## src/rtl/tmr_pkg.sv

```systemverilog
package tmr_pkg;

   typedef enum logic {
      MODE_RELOAD  = 1'b0,
      MODE_CAPTURE = 1'b1
   } tmr_mode_e;

   localparam int unsigned FLAG_OVF  = 0;
   localparam int unsigned FLAG_EXT  = 1;
   localparam int unsigned NUM_FLAGS = 2;

endpackage

```

## src/rtl/tmr_trig_sync.sv

```systemverilog
module tmr_trig_sync #(
   parameter int unsigned STAGES  = 2,
   parameter bit          FALLING = 1'b1
) (
   input  logic clk,
   input  logic rst_n,
   input  logic pin_i,
   output logic evt_o
);

   logic [STAGES-1:0] sync_q;
   logic              last_q;
   logic              settled;

   generate
      if (STAGES < 2) begin : g_bad_stages
         $error("tmr_trig_sync: STAGES must be at least 2");
      end
   endgenerate

   always_ff @(posedge clk) begin
      if (!rst_n) begin
         sync_q <= '0;
         last_q <= 1'b0;
      end else begin
         sync_q <= {sync_q[STAGES-2:0], pin_i};
         last_q <= sync_q[STAGES-1];
      end
   end

   assign settled = sync_q[STAGES-1];

   generate
      if (FALLING) begin : g_fall
         assign evt_o = last_q & ~settled;
      end else begin : g_rise
         assign evt_o = ~last_q & settled;
      end
   endgenerate

endmodule

```

## src/rtl/tmr_counter.sv

```systemverilog
module tmr_counter #(
   parameter int unsigned BYTE_W = 8,
   parameter int unsigned NBYTES = 2
) (
   input  logic                     clk,
   input  logic                     rst_n,
   input  logic                     en_i,
   input  logic                     reload_i,
   input  logic [NBYTES-1:0]        wr_be_i,
   input  logic [BYTE_W-1:0]        wdata_i,
   input  logic [BYTE_W*NBYTES-1:0] reload_val_i,
   output logic [BYTE_W*NBYTES-1:0] cnt_o,
   output logic                     ovf_o
);

   localparam int unsigned CNT_W = BYTE_W * NBYTES;

   logic [NBYTES-1:0][BYTE_W-1:0] lane_q;
   logic [CNT_W-1:0]              cnt_flat;
   logic [CNT_W-1:0]              next_val;
   logic                          step;
   logic                          at_max;

   assign cnt_flat = lane_q;
   assign at_max   = &cnt_flat;
   assign step     = en_i && !(|wr_be_i);
   assign ovf_o    = step && at_max;

   always_comb begin
      if (at_max) begin
         next_val = reload_i ? reload_val_i : '0;
      end else begin
         next_val = cnt_flat + 1'b1;
      end
   end

   generate
      for (genvar g = 0; g < NBYTES; g++) begin : g_lane
         always_ff @(posedge clk) begin
            if (!rst_n) begin
               lane_q[g] <= '0;
            end else if (wr_be_i[g]) begin
               lane_q[g] <= wdata_i;
            end else if (step) begin
               lane_q[g] <= next_val[g*BYTE_W +: BYTE_W];
            end
         end
      end
   endgenerate

   assign cnt_o = cnt_flat;

endmodule

```

## src/rtl/tmr_capture.sv

```systemverilog
module tmr_capture #(
   parameter int unsigned BYTE_W = 8,
   parameter int unsigned NBYTES = 2
) (
   input  logic                     clk,
   input  logic                     rst_n,
   input  logic                     cap_evt_i,
   input  logic [BYTE_W*NBYTES-1:0] cnt_i,
   input  logic [NBYTES-1:0]        wr_be_i,
   input  logic [BYTE_W-1:0]        wdata_i,
   output logic [BYTE_W*NBYTES-1:0] hold_o
);

   logic [NBYTES-1:0][BYTE_W-1:0] lane_q;

   generate
      for (genvar g = 0; g < NBYTES; g++) begin : g_lane
         always_ff @(posedge clk) begin
            if (!rst_n) begin
               lane_q[g] <= '0;
            end else if (cap_evt_i) begin
               lane_q[g] <= cnt_i[g*BYTE_W +: BYTE_W];
            end else if (wr_be_i[g]) begin
               lane_q[g] <= wdata_i;
            end
         end
      end
   endgenerate

   assign hold_o = lane_q;

endmodule

```

## src/rtl/tmr_flags.sv

```systemverilog
module tmr_flags
   import tmr_pkg::*;
#(
   parameter int unsigned BYTE_W = 8
) (
   input  logic                 clk,
   input  logic                 rst_n,
   input  logic [NUM_FLAGS-1:0] set_i,
   input  logic                 wr_i,
   input  logic [BYTE_W-1:0]    wdata_i,
   output logic [NUM_FLAGS-1:0] flag_o
);

   generate
      if (BYTE_W < NUM_FLAGS) begin : g_bad_width
         $error("tmr_flags: BYTE_W too narrow for the status byte");
      end
   endgenerate

   logic [NUM_FLAGS-1:0] flag_q;

   generate
      for (genvar f = 0; f < NUM_FLAGS; f++) begin : g_flag
         always_ff @(posedge clk) begin
            if (!rst_n) begin
               flag_q[f] <= 1'b0;
            end else if (set_i[f]) begin
               flag_q[f] <= 1'b1;
            end else if (wr_i && !wdata_i[f]) begin
               flag_q[f] <= 1'b0;
            end
         end
      end
   endgenerate

   assign flag_o = flag_q;

endmodule

```

## src/rtl/cap_reload_timer.sv

```systemverilog
module cap_reload_timer
   import tmr_pkg::*;
#(
   parameter int unsigned BYTE_W       = 8,
   parameter int unsigned CNT_BYTES    = 2,
   parameter int unsigned SYNC_STAGES  = 2,
   parameter bit          TRIG_FALLING = 1'b1,
   localparam int unsigned CNT_W       = BYTE_W * CNT_BYTES,
   localparam int unsigned STAT_ADDR   = 2 * CNT_BYTES,
   localparam int unsigned ADDR_W      = $clog2(STAT_ADDR + 1)
) (
   input  logic              clk,
   input  logic              rst_n,
   input  logic              count_en,
   input  logic              mode_cap,
   input  logic              trig_pin,
   input  logic              reg_wr,
   input  logic [ADDR_W-1:0] reg_addr,
   input  logic [BYTE_W-1:0] reg_wdata,
   output logic [BYTE_W-1:0] reg_rdata,
   output logic              ovf_flag,
   output logic              ext_flag
);

   generate
      if (CNT_BYTES < 1) begin : g_bad_lanes
         $error("cap_reload_timer: CNT_BYTES must be at least 1");
      end
      if (BYTE_W < 2) begin : g_bad_byte
         $error("cap_reload_timer: BYTE_W must be at least 2");
      end
   endgenerate

   tmr_mode_e            mode;
   logic [CNT_BYTES-1:0] cnt_be;
   logic [CNT_BYTES-1:0] cap_be;
   logic                 stat_wr;
   logic [CNT_W-1:0]     cnt_q;
   logic [CNT_W-1:0]     cap_q;
   logic                 trig_evt;
   logic                 cap_evt;
   logic                 ovf_pulse;
   logic [NUM_FLAGS-1:0] flag_set;
   logic [NUM_FLAGS-1:0] flags;

   assign mode = tmr_mode_e'(mode_cap);

   generate
      for (genvar g = 0; g < CNT_BYTES; g++) begin : g_dec
         assign cnt_be[g] = reg_wr && (reg_addr == ADDR_W'(g));
         assign cap_be[g] = reg_wr && (reg_addr == ADDR_W'(CNT_BYTES + g));
      end
   endgenerate

   assign stat_wr = reg_wr && (reg_addr == ADDR_W'(STAT_ADDR));

   tmr_trig_sync #(
      .STAGES  (SYNC_STAGES),
      .FALLING (TRIG_FALLING)
   ) u_sync (
      .clk   (clk),
      .rst_n (rst_n),
      .pin_i (trig_pin),
      .evt_o (trig_evt)
   );

   assign cap_evt = trig_evt && (mode == MODE_CAPTURE);

   tmr_counter #(
      .BYTE_W (BYTE_W),
      .NBYTES (CNT_BYTES)
   ) u_cnt (
      .clk          (clk),
      .rst_n        (rst_n),
      .en_i         (count_en),
      .reload_i     (mode == MODE_RELOAD),
      .wr_be_i      (cnt_be),
      .wdata_i      (reg_wdata),
      .reload_val_i (cap_q),
      .cnt_o        (cnt_q),
      .ovf_o        (ovf_pulse)
   );

   tmr_capture #(
      .BYTE_W (BYTE_W),
      .NBYTES (CNT_BYTES)
   ) u_cap (
      .clk       (clk),
      .rst_n     (rst_n),
      .cap_evt_i (cap_evt),
      .cnt_i     (cnt_q),
      .wr_be_i   (cap_be),
      .wdata_i   (reg_wdata),
      .hold_o    (cap_q)
   );

   always_comb begin
      flag_set           = '0;
      flag_set[FLAG_OVF] = ovf_pulse;
      flag_set[FLAG_EXT] = trig_evt;
   end

   tmr_flags #(
      .BYTE_W (BYTE_W)
   ) u_flags (
      .clk     (clk),
      .rst_n   (rst_n),
      .set_i   (flag_set),
      .wr_i    (stat_wr),
      .wdata_i (reg_wdata),
      .flag_o  (flags)
   );

   assign ovf_flag = flags[FLAG_OVF];
   assign ext_flag = flags[FLAG_EXT];

   always_comb begin
      reg_rdata = '0;
      for (int i = 0; i < int'(CNT_BYTES); i++) begin
         if (reg_addr == ADDR_W'(i)) begin
            reg_rdata = cnt_q[i*BYTE_W +: BYTE_W];
         end
         if (reg_addr == ADDR_W'(int'(CNT_BYTES) + i)) begin
            reg_rdata = cap_q[i*BYTE_W +: BYTE_W];
         end
      end
      if (reg_addr == ADDR_W'(STAT_ADDR)) begin
         reg_rdata[NUM_FLAGS-1:0] = flags;
      end
   end

endmodule

```

## config.mk

```make
export PLATFORM = sky130hd
export DESIGN_NAME = cap_reload_timer
export DESIGN_NICKNAME = d
export VERILOG_FILES = /design/src/rtl/tmr_pkg.sv /design/src/rtl/tmr_trig_sync.sv /design/src/rtl/tmr_counter.sv /design/src/rtl/tmr_capture.sv /design/src/rtl/tmr_flags.sv /design/src/rtl/cap_reload_timer.sv
export SDC_FILE = /design/constraint.sdc
export NUM_CORES = 1
export LEC_CHECK = 0
export ABC_AREA = 0
export BUFFER_PORTS_ARGS = -buffer_cell sky130_fd_sc_hd__clkbuf_2
export CAP_MARGIN = 20
export CELL_PAD_IN_SITES_DETAIL_PLACEMENT = 0
export CELL_PAD_IN_SITES_GLOBAL_PLACEMENT = 1
export CORE_MARGIN = 3
export CORE_UTILIZATION = 49
export CTS_BUF_LIST = sky130_fd_sc_hd__clkbuf_4
export DETAILED_ROUTE_END_ITERATION = 8
export GPL_TIMING_DRIVEN = 0
export PLACE_DENSITY = 0.95
export SYNTH_ARGS = -nofsm -noshare
export SYNTH_HDL_FRONTEND = slang
export SYNTH_SLANG_ARGS = --single-unit
```

## constraint.sdc

```tcl
create_clock -name clk -period 3.98 [get_ports clk]
set_input_delay 0.398 -clock clk [delete_from_list [all_inputs] [get_ports clk]]
set_output_delay 0.398 -clock clk [all_outputs]
set_load 0.05 [all_outputs]
```

==> out/qor.yml, run 1 <==
ys_ff_latch: 37
cts_resized: 0
p_leak_nw: 1.02
peakVddDrop_mv: 0.222
ios: 27
clk_latency_ns: 0.36
fmax_ghz: 0.438
drive_above_1_share_pct: 19.5
first_global_vias: 2220
cts_tree: "yes"
vias: 2365
cp-startpoint: "reg_addr[0]"
rsz0062_at_grt: "false"
finalCriticalPeriod_ns: 2.28
crit_path_end_kind: "output port"
synthMuxAreaShare_pct: 15.6
synth-simple-area-share_pct: 23.7
clock_skew_ns: 0.00742
cts_sinks: 37
synth-compound-area-share_pct: 21.1
grt_util_all_layers_pct: 25.4
drt-total-wl_um: 7290
area_growth_pct: 10.4
min_from: "trig_pin"
layout.nets: 330
tns_ns: 0
ys_types: 54
fillers: 430
antenna_found_initial: 0
regToRegStartpoint: "u_cnt.cnt_o[1]"
die_area_um2: 5800
diodes: 0
power_mw: 0.715
yosysSeqAreaShare_pct: 30.7
start_util_pct: 53.1
post-cts-setup-buffer-count: 0
fin_crit_sh_pct: 57.4
cts_made_buffers: 5
dp_hpwl_um: 5180
synthArstFlopShare_pct: 0
synth-edff-count: 0
required_ns: 3.58
grt_max_degree: 12
die_h_um: 76.1
maxSlewHeadroom_pct: 35.8
synthTopCellsByArea: "dfxtp_1 (31%), mux2i_1 (7.5%), mux4_2 (6.5%)"
clockBufferDepth: 2
cts_hold_buffers: 0
synth_top_family_by_area: "simple AND/OR/NAND/NOR gates"
syn_avg_cell_area_um2: 8.58
cts_htree_levels: 2
grt_pass1_wl_um: 11700
synth_top_flop_cell: "dfxtp_1"
critical_path_class: "in2out"
status: "finished, final reports clean"
layout.area.seq_um2: 741
via_per_inst: 6.26
maxSlewViolCount: 0
core_um2: 4530
worstPathArrival_ns: 1.89
fp.dieW_um: 76.1
placement.io_buffers: 24
power_density_nw_per_um2: 269
cts-root-buf: "clkbuf_4"
gr-total-overflow: 0
cp_max_fo: 10
critPathLaunchType: "primary input"
tightestPinTransition_ns: 0.958
drc: 0
place.gp.congestion: 0.900
syn-num-nets: 299
drtAntennaViolNets: 0
hold_viol: 0
path_clk_slew_ns: 0.12
synthCells: 281
fp-row-count: 24
multiInputGateArea_um2: 1540
cap_violations: 0
synth-xor-area-share_pct: 2.91
yosysWarnings: 0
wl_per_cell_um: 19.3
synth_fa_ha_area_share_pct: 0.519
hold_path.class: "in2reg"
yosys.area.top_type: "dfxtp_1"
yosys.area.top_type_share_pct: 30.7
initialDrtViolationCount: 291
firstDrtPassIters: 6
finalSetupViolCount: 0
syn_area_um2: 2410
[synth_stat cells, types with 5 or more instances]
cell      number
dfxtp_1       37
nand2_1       26
nor2_1        21
mux2i_1       18
a211oi_1      16
a21oi_1       15
nand3_1       15
o21ai_0       14
clkbuf_1      11
a22oi_1        8
inv_1          8
mux4_2         7
nor2b_1        7
a31oi_1        5
nor3_1         5
xor2_1         5
[power breakdown]
group	switching, mW	total (mW)	internal [mW]	leakage, nW
sequential	0.0146	0.398	0.383	0.301
combinational	0.0729	0.116	0.0434	0.692
clock	0.136	0.200	0.0640	0.0300
total	0.224	0.715	0.491	1.02
[cell families (layout without fill, tap and decap cells)]
group | count (synthesis) | after routing
muxes | 27 | 27
xor gates and xnor gates | 8 | 8
AOI/OAI and AO/OA | 76 | 76
and+or+nand+nor | 105 | 105
adders and majority gates | 1 | 1
DFF | 37 | 37
buffers and inverters | 27 | 59
[layer usage]
metal	part of all wire (%)	wire length (um)	track usage, %
met5	0	0	0
met4	1.8	132	6.52
met3	11	812	6.62
met2	46	3350	40.3
met1	41	3000	34.3
[placed cells by master, fill, tap and decap left out, types with 11 or more instances in the layout]
master	n
dfxtp_1	37
nand2_1	26
clkbuf_2	24
nor2_1	21
mux2i_1	18
a211oi_1	16
nand3_1	15
a21oi_1	15
o21ai_0	14
clkbuf_1	11
[worst max-delay path, cell delays in order]
cell	delay (ns)
clkbuf_2	0.14
buf_2	0.34
mux4_1	0.59
nor2b_1	0.15
clkbuf_2	0.26
[state kept, by name, indices dropped and copies added (netlist names)]
| register | flops |
|---|---|
| u_sync.sync_q | 2 |
| u_cap.hold_o | 16 |
| u_cnt.cnt_o | 16 |
| u_flags.flag_o | 2 |
| u_sync.last_q | 1 |
[cell type report]
class                      count  area share (%)
inverter                       8            1.13
clock buffer                   5            1.41
multi-input combinational    217            57.8
tap                           65            3.06
sequential                    37            27.8
buffer                        19            3.81
clock inverter                 3           0.470
timing repair buffer          24            4.51
[through the flow]
| step | worst slack [ns] | instances | hold slack (ns) | utilization (%) | cell area, um^2 |
|---|---|---|---|---|---|
| 2_1_floorplan | 1.44 | 281 | 0.412 | - | 2410 |
| 3_3_place_gp | 1.70 | 370 | 0.413 | 57.6 | 2610 |
| 3_5_place_dp | 1.69 | 370 | 0.422 | 57.6 | 2610 |
| 4_1_cts | 1.70 | 378 | 0.239 | 58.7 | 2660 |
| 5_1_grt | 1.60 | 378 | 0.246 | 58.7 | 2660 |
| 6_report | 1.70 | 378 | 0.234 | 58.7 | 2660 |
[worst paths after layout]
| kind | depth (start not counted) | end | slack, ns |
|---|---|---|---|
| worst min register to register | 1 | u_sync.sync_q[1] | 0.45 |
| worst max register to register | 6 | u_cnt.cnt_o[7] | 1.80 |
| worst min-delay path | 2 | u_sync.sync_q[0] | 0.23 |
| worst max-delay path | 5 | reg_rdata[2] | 1.70 |
(Power assumes the default switching activity.)
==> run 2, diff against run 1 <==
Settings changed: ABC_AREA 0 to 1, CORE_UTILIZATION 49 to 42, PLACE_DENSITY 0.95 to 0.91.
Clock period 3.98 ns to 2.15 ns, I/O delays scaled along.
==> out/qor.yml, run 2 <==
drt-total-wl_um: 8270
first_global_vias: 2853
final_area_um2: 2930
ys_ff_latch: 37
ys_types: 32
yosys.area.top_type: "dfxtp_1"
cp_max_fo: 6
gr-total-overflow: 0
yosysSeqAreaShare_pct: 28.2
yosys.area.top_type_share_pct: 28.2
regToRegStartpoint: "u_cnt.cnt_o[0]"
status: "finished, final reports clean"
critPathLaunchType: "flop"
diodes: 0
placed_cell_area_um2: 2850
synth-edff-count: 0
finalCriticalPeriod_ns: 1.85
crit_path_max_incr_delay_ns: 0.53
cts_hold_buffers: 0
path_clk_slew_ns: 0.12
clk_latency_ns: 0.35
synth_commonest_cells: "nand2_1 (145), inv_1 (64), nand3_1 (52), dfxtp_1 (37), a21oi_1 (36)"
drtAntennaViolNets: 0
p_leak_nw: 1.30
drc: 0
start_util_pct: 43.9
synthArstFlopShare_pct: 0
antenna_found_initial: 0
tns_ns: 0
area_growth_pct: 11.3
power_mw: 1.44
peakVddDrop_mv: 0.293
hold_path.class: "in2reg"
cts_sinks: 37
cts_tree: "yes"
die_area_um2: 7240
grt_max_degree: 13
firstDrtPassIters: 5
cts_resized: 0
syn_avg_cell_area_um2: 5.95
finalSetupViolCount: 0
syn_area_um2: 2630
maxSlewViolCount: 0
place.gp.congestion: 0.917
synth_top_flop_cell: "dfxtp_1"
cap_violations: 0
dp_cells: 542
crit_end: "reg_rdata[2]"
final_common_cell: "nand2_1"
initialDrtViolationCount: 215
maxSlewHeadroom_pct: 63.2
die_h_um: 85.1
critical_path_class: "reg2out"
layoutNonFillerInstCount: 550
final_cell_mix: "nand2_1 (145), inv_1 (64), nand3_1 (52), dfxtp_1 (37), a21oi_1 (36)"
required_ns: 1.93
crit_path_end_kind: "output port"
placement.io_buffers: 25
cts_htree_levels: 2
grt_util_all_layers_pct: 24.4
fmax_ghz: 0.542
cts-root-buf: "clkbuf_4"
final_util_pct: 48.9
grt_pass1_wl_um: 14000
fin_crit_sh_pct: 85.8
path_cells: "inv_1, o22ai_1, a21oi_1, o21ai_0, clkbuf_2"
crit_slowest_cell: "dfxtp_1"
fp.dieW_um: 85.1
syn-num-nets: 460
yosysWarnings: 0
drive_above_1_share_pct: 12.4
worstPathArrival_ns: 1.63
synthTopCellsByArea: "dfxtp_1 (28%), nand2_1 (21%), nand3_1 (9.9%)"
power_density_nw_per_um2: 493
reg2regPathDepth: 8
rsz0062_at_grt: "false"
r2r-end: "u_cnt.cnt_o[3]"
fp-row-count: 28
via_per_inst: 5.31
clockBufferDepth: 2
tightestPinTransition_ns: 0.552
synth_most_common_cell: "nand2_1"
clock_skew_ns: 0.00755
cts_made_buffers: 5
post-cts-setup-buffer-count: 0
wl_per_cell_um: 15.0
ios: 27
layout.nets: 492
core_um2: 5990
dp_hpwl_um: 6560
hold_viol: 0
synthCells: 442
vias: 2922
regToRegSetupSlack_ns: 0.34
cp-startpoint: "u_cnt.cnt_o[2]"
==> run 2: changes by cell type after synthesis, moves of 16 or more <==
cell,change
a211oi_1,-16
inv_1,+56
a21oi_1,+21
nand3_1,+37
mux2i_1,-18
nand2_1,+119
==> run 2: worst min-delay path by stage <==
stage | depth (start not counted) | end | slack [ns] | start
final | 3 | u_sync.sync_q[0] | 0.03 | trig_pin
after global routing | 3 | u_sync.sync_q[0] | 0.04 | trig_pin
after CTS | 3 | u_sync.sync_q[0] | 0.02 | trig_pin
after detailed placement | 2 | u_sync.sync_q[1] | 0.40 | u_sync.sync_q[0]
after global placement | 2 | u_sync.sync_q[1] | 0.40 | u_sync.sync_q[0]
after floorplan | 2 | u_sync.last_q | 0.31 | rst_n
==> run 2: power by group <==
group,switching [mW],internal [mW]
Sequential,0.0249,0.708
Clock,0.260,0.241
Combinational,0.148,0.0616
Total,0.433,1.01
==> run 2: cell families after synthesis <==
| family | synth area share, % |
|---|---|
| and+or+nand+nor | 43.0 |
| buffers and inverters | 11.8 |
| AOI/OAI and AO/OA | 14.9 |
| DFF | 28.2 |
| xor gates and xnor gates | 1.67 |
| adders and majority gates | 0.476 |
==> run 2: final cells by class <==
type,count,area (um^2)
multi-input combinational,326,1580
fill,662,3060
sequential,37,741
clock buffer,5,37.5
inverter,68,255
buffer,11,55.1
timing repair buffer,25,125
clock inverter,3,41.3
tap,75,93.8
==> run 2: routing by layer <==
layer | GRT usage (%) | up-vias | share of wire, %
met5 | 0 | - | 0
met3 | 3.40 | 17 | 6.0
met4 | 7.63 | 0 | 2.2
li1 | - | 1482 | -
met2 | 41.4 | 105 | 47
met1 | 32.0 | 1318 | 45
==> run 2: through the flow <==
stage / worst slack, ns / hold slack (ns)
global placement: 0.374 / 0.396
detailed placement: 0.376 / 0.400
CTS: 0.300 / 0.0201
floorplan: 0.222 / 0.308
global route: 0.165 / 0.0398
finish: 0.305 / 0.0323
==> run 2: worst max-delay path: cells and delay by family, from the launching register on <==
kind,cells,cell delay [ns]
buffers and inverters,2,0.41
flip-flops,1,0.53
AO/OA/AOI/OAI,3,0.33
